File: config.mk
export PLATFORM = sky130hd
export DESIGN_NAME = xchg_seq
export DESIGN_NICKNAME = d
export VERILOG_FILES = /design/src/rtl/xchg_pkg.sv /design/src/rtl/xchg_tmp.sv /design/src/rtl/xchg_ctrl.sv /design/src/rtl/xchg_seq.sv
export SDC_FILE = /design/constraint.sdc
export NUM_CORES = 1
export LEC_CHECK = 0
export ABC_AREA = 1
export BUFFER_PORTS_ARGS = -buffer_cell sky130_fd_sc_hd__buf_2
export CORE_AREA = 2 2 140 142
export DETAILED_ROUTE_END_ITERATION = 8
export DIE_AREA = 0 0 142 144
export PLACE_DENSITY = 0.67
export SYNTH_ARGS = -nofsm -noshare
export SYNTH_HDL_FRONTEND = slang
export SYNTH_HIERARCHICAL = 1
export SYNTH_SLANG_ARGS = --single-unit
export TNS_END_PERCENT = 1
File: constraint.sdc
create_clock -name clk -period 1.9 [get_ports clk]
set_clock_uncertainty 0.15 [all_clocks]
set_input_delay 0.38 -clock clk [delete_from_list [all_inputs] [get_ports clk]]
set_output_delay 0.38 -clock clk [all_outputs]
set_load 0.02 [all_outputs]
File: src/rtl/xchg_pkg.sv
package xchg_pkg;

  typedef enum logic [1:0] {
    TAG_VALID   = 2'b00,
    TAG_ZERO    = 2'b01,
    TAG_SPECIAL = 2'b10,
    TAG_EMPTY   = 2'b11
  } tag_e;

  typedef enum logic [3:0] {
    S_IDLE, S_RD_TOP, S_CAP_A, S_RD_SEL, S_CAP_B, S_TEST,
    S_FIX_A, S_FIX_B, S_WR_TOP, S_WR_GAP, S_WR_SEL, S_DONE
  } xstate_e;

  function automatic logic tag_is_empty(input logic [1:0] t);
    return t == TAG_EMPTY;
  endfunction

endpackage

File: src/rtl/xchg_tmp.sv
module xchg_tmp
  import xchg_pkg::*;
#(
  parameter int SE_W   = 16,
  parameter int FRAC_W = 64
) (
  input  logic              clk,
  input  logic              rst_n,
  input  logic              load,
  input  logic              fix,
  input  logic [SE_W-1:0]   in_se,
  input  logic [FRAC_W-1:0] in_frac,
  input  logic [1:0]        in_tag,
  output logic [SE_W-1:0]   out_se,
  output logic [FRAC_W-1:0] out_frac,
  output logic [1:0]        out_tag,
  output logic              is_empty
);

  // Default indefinite NaN fraction: two leading ones, rest zero.
  function automatic logic [FRAC_W-1:0] nan_frac();
    logic [FRAC_W-1:0] r;
    r = '0;
    r[FRAC_W-1] = 1'b1;
    r[FRAC_W-2] = 1'b1;
    return r;
  endfunction

  logic [SE_W-1:0]   se_q;
  logic [FRAC_W-1:0] frac_q;
  logic [1:0]        tag_q;
  logic              subst_ev;

  assign subst_ev = fix && tag_is_empty(tag_q);

  always_ff @(posedge clk or negedge rst_n) begin
    if (!rst_n) begin
      se_q   <= '0;
      frac_q <= '0;
      tag_q  <= TAG_EMPTY;
    end else if (load) begin
      se_q   <= in_se;
      frac_q <= in_frac;
      tag_q  <= in_tag;
    end else if (subst_ev) begin
      se_q   <= '1;
      frac_q <= nan_frac();
      tag_q  <= TAG_SPECIAL;
    end
  end

  assign out_se   = se_q;
  assign out_frac = frac_q;
  assign out_tag  = tag_q;
  assign is_empty = tag_is_empty(tag_q);

  // an empty operand becomes the tagged default NaN
  a_r7_nan_subst: assert property (@(posedge clk) disable iff (!rst_n)
    (fix && is_empty) |=> (out_tag == TAG_SPECIAL && (&out_se) && out_frac == nan_frac()));

  // a present operand passes the repair step untouched
  a_r7_keep_present: assert property (@(posedge clk) disable iff (!rst_n)
    (fix && !load && !is_empty) |=> ($stable(out_tag) && $stable(out_se) && $stable(out_frac)));

endmodule

File: src/rtl/xchg_ctrl.sv
module xchg_ctrl
  import xchg_pkg::*;
(
  input  logic clk,
  input  logic rst_n,
  input  logic start,
  input  logic inv_masked,
  input  logic a_empty,
  input  logic b_empty,
  output logic latch_idx,
  output logic rd_en,
  output logic rd_sel,
  output logic load_a,
  output logic load_b,
  output logic fix_a,
  output logic fix_b,
  output logic wr_en,
  output logic wr_sel,
  output logic set_invalid,
  output logic busy,
  output logic done
);

  xstate_e st_q, st_d;
  logic    any_empty;

  assign any_empty = a_empty || b_empty;

  always_comb begin
    st_d = st_q;
    unique case (st_q)
      S_IDLE:   if (start) st_d = S_RD_TOP;
      S_RD_TOP: st_d = S_CAP_A;
      S_CAP_A:  st_d = S_RD_SEL;
      S_RD_SEL: st_d = S_CAP_B;
      S_CAP_B:  st_d = S_TEST;
      S_TEST: begin
        if (!any_empty)      st_d = S_WR_TOP;
        else if (inv_masked) st_d = S_FIX_A;
        else                 st_d = S_DONE;
      end
      S_FIX_A:  st_d = S_FIX_B;
      S_FIX_B:  st_d = S_WR_TOP;
      S_WR_TOP: st_d = S_WR_GAP;
      S_WR_GAP: st_d = S_WR_SEL;
      S_WR_SEL: st_d = S_DONE;
      S_DONE:   st_d = S_IDLE;
      default:  st_d = S_IDLE;
    endcase
  end

  always_ff @(posedge clk or negedge rst_n) begin
    if (!rst_n) st_q <= S_IDLE;
    else        st_q <= st_d;
  end

  assign latch_idx   = (st_q == S_IDLE) && start;
  assign rd_en       = (st_q == S_RD_TOP) || (st_q == S_RD_SEL);
  assign rd_sel      = (st_q == S_RD_SEL);
  assign load_a      = (st_q == S_CAP_A);
  assign load_b      = (st_q == S_CAP_B);
  assign fix_a       = (st_q == S_FIX_A);
  assign fix_b       = (st_q == S_FIX_B);
  assign wr_en       = (st_q == S_WR_TOP) || (st_q == S_WR_SEL);
  assign wr_sel      = (st_q == S_WR_SEL);
  assign set_invalid = (st_q == S_TEST) && any_empty;
  assign busy        = (st_q != S_IDLE);
  assign done        = (st_q == S_DONE);

  // one quiet cycle after every stack access
  a_r3_access_gap: assert property (@(posedge clk) disable iff (!rst_n)
    (rd_en || wr_en) |=> !(rd_en || wr_en));

  // the invalid request is a single-cycle pulse
  a_r4_inv_single: assert property (@(posedge clk) disable iff (!rst_n)
    set_invalid |=> !set_invalid);

  // unmasked invalid ends the instruction without a write
  a_r5_abort: assert property (@(posedge clk) disable iff (!rst_n)
    (set_invalid && !inv_masked) |=> (done && !wr_en));

  // done is one cycle and returns the block to idle
  a_r8_done_pulse: assert property (@(posedge clk) disable iff (!rst_n)
    done |=> (!done && !busy));

  // a start in idle issues the top-of-stack read next
  a_r2_first_read: assert property (@(posedge clk) disable iff (!rst_n)
    latch_idx |=> (rd_en && !rd_sel));

endmodule

File: src/rtl/xchg_seq.sv
module xchg_seq
  import xchg_pkg::*;
#(
  parameter int SE_W   = 16,
  parameter int FRAC_W = 64,
  parameter int DEPTH  = 8,
  localparam int IDX_W = $clog2(DEPTH)
) (
  input  logic              clk,
  input  logic              rst_n,
  input  logic              start,
  input  logic [IDX_W-1:0]  idx,
  input  logic              inv_masked,
  output logic              stk_rd_en,
  output logic [IDX_W-1:0]  stk_rd_pos,
  input  logic [SE_W-1:0]   stk_rd_se,
  input  logic [FRAC_W-1:0] stk_rd_frac,
  input  logic [1:0]        stk_rd_tag,
  output logic              stk_wr_en,
  output logic [IDX_W-1:0]  stk_wr_pos,
  output logic [SE_W-1:0]   stk_wr_se,
  output logic [FRAC_W-1:0] stk_wr_frac,
  output logic [1:0]        stk_wr_tag,
  output logic              set_invalid,
  output logic              busy,
  output logic              done
);

  localparam int NTMP = 2;   // holding register 0 keeps the top entry, 1 the selected entry

  logic             latch_idx, rd_sel, wr_sel;
  logic             load_a, load_b, fix_a, fix_b;
  logic [IDX_W-1:0] idx_q;

  logic              t_load  [NTMP];
  logic              t_fix   [NTMP];
  logic [SE_W-1:0]   t_se    [NTMP];
  logic [FRAC_W-1:0] t_frac  [NTMP];
  logic [1:0]        t_tag   [NTMP];
  logic              t_empty [NTMP];

  always_ff @(posedge clk or negedge rst_n) begin
    if (!rst_n)         idx_q <= '0;
    else if (latch_idx) idx_q <= idx;
  end

  xchg_ctrl u_ctrl (
    .clk         (clk),
    .rst_n       (rst_n),
    .start       (start),
    .inv_masked  (inv_masked),
    .a_empty     (t_empty[0]),
    .b_empty     (t_empty[1]),
    .latch_idx   (latch_idx),
    .rd_en       (stk_rd_en),
    .rd_sel      (rd_sel),
    .load_a      (load_a),
    .load_b      (load_b),
    .fix_a       (fix_a),
    .fix_b       (fix_b),
    .wr_en       (stk_wr_en),
    .wr_sel      (wr_sel),
    .set_invalid (set_invalid),
    .busy        (busy),
    .done        (done)
  );

  assign t_load[0] = load_a;
  assign t_load[1] = load_b;
  assign t_fix[0]  = fix_a;
  assign t_fix[1]  = fix_b;

  for (genvar g = 0; g < NTMP; g++) begin : g_tmp
    xchg_tmp #(.SE_W(SE_W), .FRAC_W(FRAC_W)) u_tmp (
      .clk      (clk),
      .rst_n    (rst_n),
      .load     (t_load[g]),
      .fix      (t_fix[g]),
      .in_se    (stk_rd_se),
      .in_frac  (stk_rd_frac),
      .in_tag   (stk_rd_tag),
      .out_se   (t_se[g]),
      .out_frac (t_frac[g]),
      .out_tag  (t_tag[g]),
      .is_empty (t_empty[g])
    );
  end

  assign stk_rd_pos  = rd_sel ? idx_q : '0;
  assign stk_wr_pos  = wr_sel ? idx_q : '0;
  // Crossed write-back: selected entry goes to the top, top entry to the selected slot
  assign stk_wr_se   = wr_sel ? t_se[0]   : t_se[1];
  assign stk_wr_frac = wr_sel ? t_frac[0] : t_frac[1];
  assign stk_wr_tag  = wr_sel ? t_tag[0]  : t_tag[1];

  // the latched position holds for the whole exchange
  a_r9_idx_hold: assert property (@(posedge clk) disable iff (!rst_n)
    busy |=> $stable(idx_q));

  // a write never carries an empty tag after the check step
  a_r6_no_empty_write: assert property (@(posedge clk) disable iff (!rst_n)
    stk_wr_en |-> (stk_wr_tag != TAG_EMPTY));

endmodule

==> reports/qor.txt <==
Pwr per Cell Area: 1798 mW/mm²
Synth Instances: 1098
Max-cap violations: 0
Via-per-instance ratio: 5.104
Core Area: 0.01908 mm²
Sink Count: 171
Mapped Nets: 1187
Max H-tree Level: 4
Routed len/inst: 15.83 µm
Starting DRT DRC Count: 612
Final Critical Period: 2.354 ns
Post-synth top area cell: dfrtp_1
Initial antenna violation count: 4
Num rows: 51
Reg area: 0.004284 mm²
Layout cells sized above 1: 0.2766
RePlAce Congestion: 0.7985
Final hold vios: 0
All-Layer GR Usage: 0.2387
Hold-critical path depth: 3
Setup CP Type: register to primary output
CTS tree: built
DR DRC count: 0
DRT Wirelength: 24100 µm
Worst-path clk slew: 0.07 ns
Crit. End Element: primary output
Most frequent cells in the layout: 569 x nand2_1, 167 x dfrtp_1, 162 x nand3_1
Peak supply drop: 810.6 µV
Detail Route Antenna Nets: 0
R2R Path Start: u_ctrl/st_q[1]
Hold endpoint: g_tmp[1].u_tmp/out_frac[47]
Final nets: 1357
Vias post-DR: 7768
Total power: 19.80 mW
R2R setup slack: -0.10 ns
Die width: 142 µm
R2R Path End: g_tmp[0].u_tmp/out_se[10]
CTS buffer count: 17
Commonest non-fill, non-tap cell in the layout: nand2_1
P&R area growth vs syn: 30.58%
Final HPWL DP: 14460 µm
CP Cell Sequence: nor2_2 -> inv_2 -> nor2_4 -> buf_12 -> inv_8 -> buf_12 -> nand2_1 -> nand2_1 -> buf_6
Largest net degree at the start of global routing: 65
Post-route setup TNS: -37.58 ns
Max Clock Freq: 0.4249 GHz
Die H: 144 µm
Worst Reg2Reg Path Length in Cells: 11
Fillers: 1743
Multi-input logic area: 0.003699 mm²
Slew margin rel.: 0.7164
Slowest CP cell: dfrtp_1
Max clock buf depth: 2
Sequential share of the synthesized area: 0.5082
Syn Area/Cell: 7.677 µm²
PortBufs: 181
Worst Tran Pin Value: 0.4253 ns
Crit. path cell count: 9
Final WS setup: -0.4537 ns
Top post-synthesis cells by area: dfrtp_1 50%, nand2_1 27%, nand3_1 9.8%
Failing checks: setup timing
# IOs: 182
CP max stage delay: 0.39 ns
Final Slew Violations: 0
WP data arrival: 1.82 ns
Hold Crit Start: stk_rd_frac[47]
DR pass1 iterations: 5
Final setup violation count: 119
RSZ-0062 raised after global routing: true
CTS Root Cell: clkbuf_16
Gr ovfl total: 0
Die area: 0.02045 mm²
Worst Setup Start Kind: register
Worst hold path class: input port to register
Crit path max fanout: 11
Seq cells post-synth: 171
Initial core utilization: 0.4418
Yosys warning count: 6
Worst hold slack: 0.01871 ns
First-pass GRT wire length: 38740 µm
Total placed cells including tap cells: 1479
P_leak: 5.937 nW
Buf+Inv Stages, Crit Path: 5
WP data required: 1.37 ns
CP delay by family, top: buffers and inverters
Period utilization: 1.239
Yosys cell types: 20
Clk Latency, worst-skew pair: 0.42 ns
Final cell count without fillers: 1522
Top cell type's share of synthesized area: 0.4958
Number of global-route vias before repair: 7536
Status: finished, violations left
Synth Cell Area: 0.008429 mm²
worst max path at each step:
stage	startpoint	to	slack, ns
after global routing	u_ctrl/st_q[1]	stk_wr_se[14]	-0.54
after detailed placement	u_ctrl/st_q[3]	g_tmp[1].u_tmp/out_se[4]	-0.09
final	u_ctrl/st_q[2]	stk_wr_se[1]	-0.45
after floorplan	u_ctrl/st_q[0]	stk_wr_frac[14]	0.03
after CTS	u_ctrl/st_q[1]	stk_wr_frac[23]	-0.49
after global placement	u_ctrl/st_q[3]	g_tmp[1].u_tmp/out_se[6]	-0.06
tightest hold or removal path, stage by stage:
cell and delay (ns):
buf_2 0.09, nand2_1 0.04, nand2_1 0.05
cell type report:
type	instances	area share
clock inverter	11	0.01523
clock buffer	20	0.04240
inverter	23	0.009094
sequential	171	0.3892
multi-input combinational	831	0.3360
timing repair inverter	1	0.0007957
tap	238	0.02705
antenna	4	0.0009094
timing repair buffer	223	0.1793
state kept, by name, indices dropped and copies added, names as in the netlist:
signal	flops
g_tmp.u_tmp/out_frac	128
u_ctrl/st_q	4
g_tmp.u_tmp/out_tag	4
g_tmp.u_tmp/out_se	32
idx_q	3
power breakdown:
group	switching [mW]	internal [mW]	total, mW
registers	1.12	5.52	6.63
clock network	1.44	2.29	3.74
logic	5.39	4.03	9.42
cell usage after synthesis:
cell type    n
nand3_4      2
buf_4        9
inv_1       19
buf_6       26
clkbuf_1     2
dfrtp_1    167
or2_2       36
dfstp_2      4
inv_2        3
nor3_4       1
nand2_1    600
nor3_1       1
nor2_1      15
a21oi_1      2
nor2_4       2
o21ai_0      3
buf_2       36
nand3_1    165
inv_4        1
nand2_4      4
routing by layer:
| layer | vias up | wire, µm | GRT usage |
|---|---|---|---|
| met2 | 305 | 11460 | 0.3745 |
| met3 | 39 | 1520 | 0.05033 |
| met5 | - | 13 | 0 |
| met1 | 3672 | 10540 | 0.3266 |
| li1 | 3750 | - | - |
| met4 | 2 | 567 | 0.09263 |
metrics by stage:
stage | utilization | area, µm² | worst slack [ns]
2_1_floorplan | - | 8429 | 0.03190
3_3_place_gp | 0.5006 | 9552 | -0.05827
3_5_place_dp | 0.5006 | 9552 | -0.08883
4_1_cts | 0.5672 | 10820 | -0.4945
5_1_grt | 0.5768 | 11000 | -0.5441
6_report | 0.5769 | 11010 | -0.4537
kinds of logic after synthesis:
logic type,after synthesis,share of synthesized area
flops,171,0.5082
simple gates,826,0.4132
buf+inv,96,0.07555
compound gates,5,0.002968
timing repair:
action / CTS / global route
setup buffers: 3 / 0
gates cloned: 3 / 1
pin swaps: 42 / 8
endpoints found under the hold margin: 25 / 0
gates resized for setup: 171 / 59
hold buffers: 2 / 0
setup endpoints to repair: 134 / 201
Power figures use the tool's default switching activity.
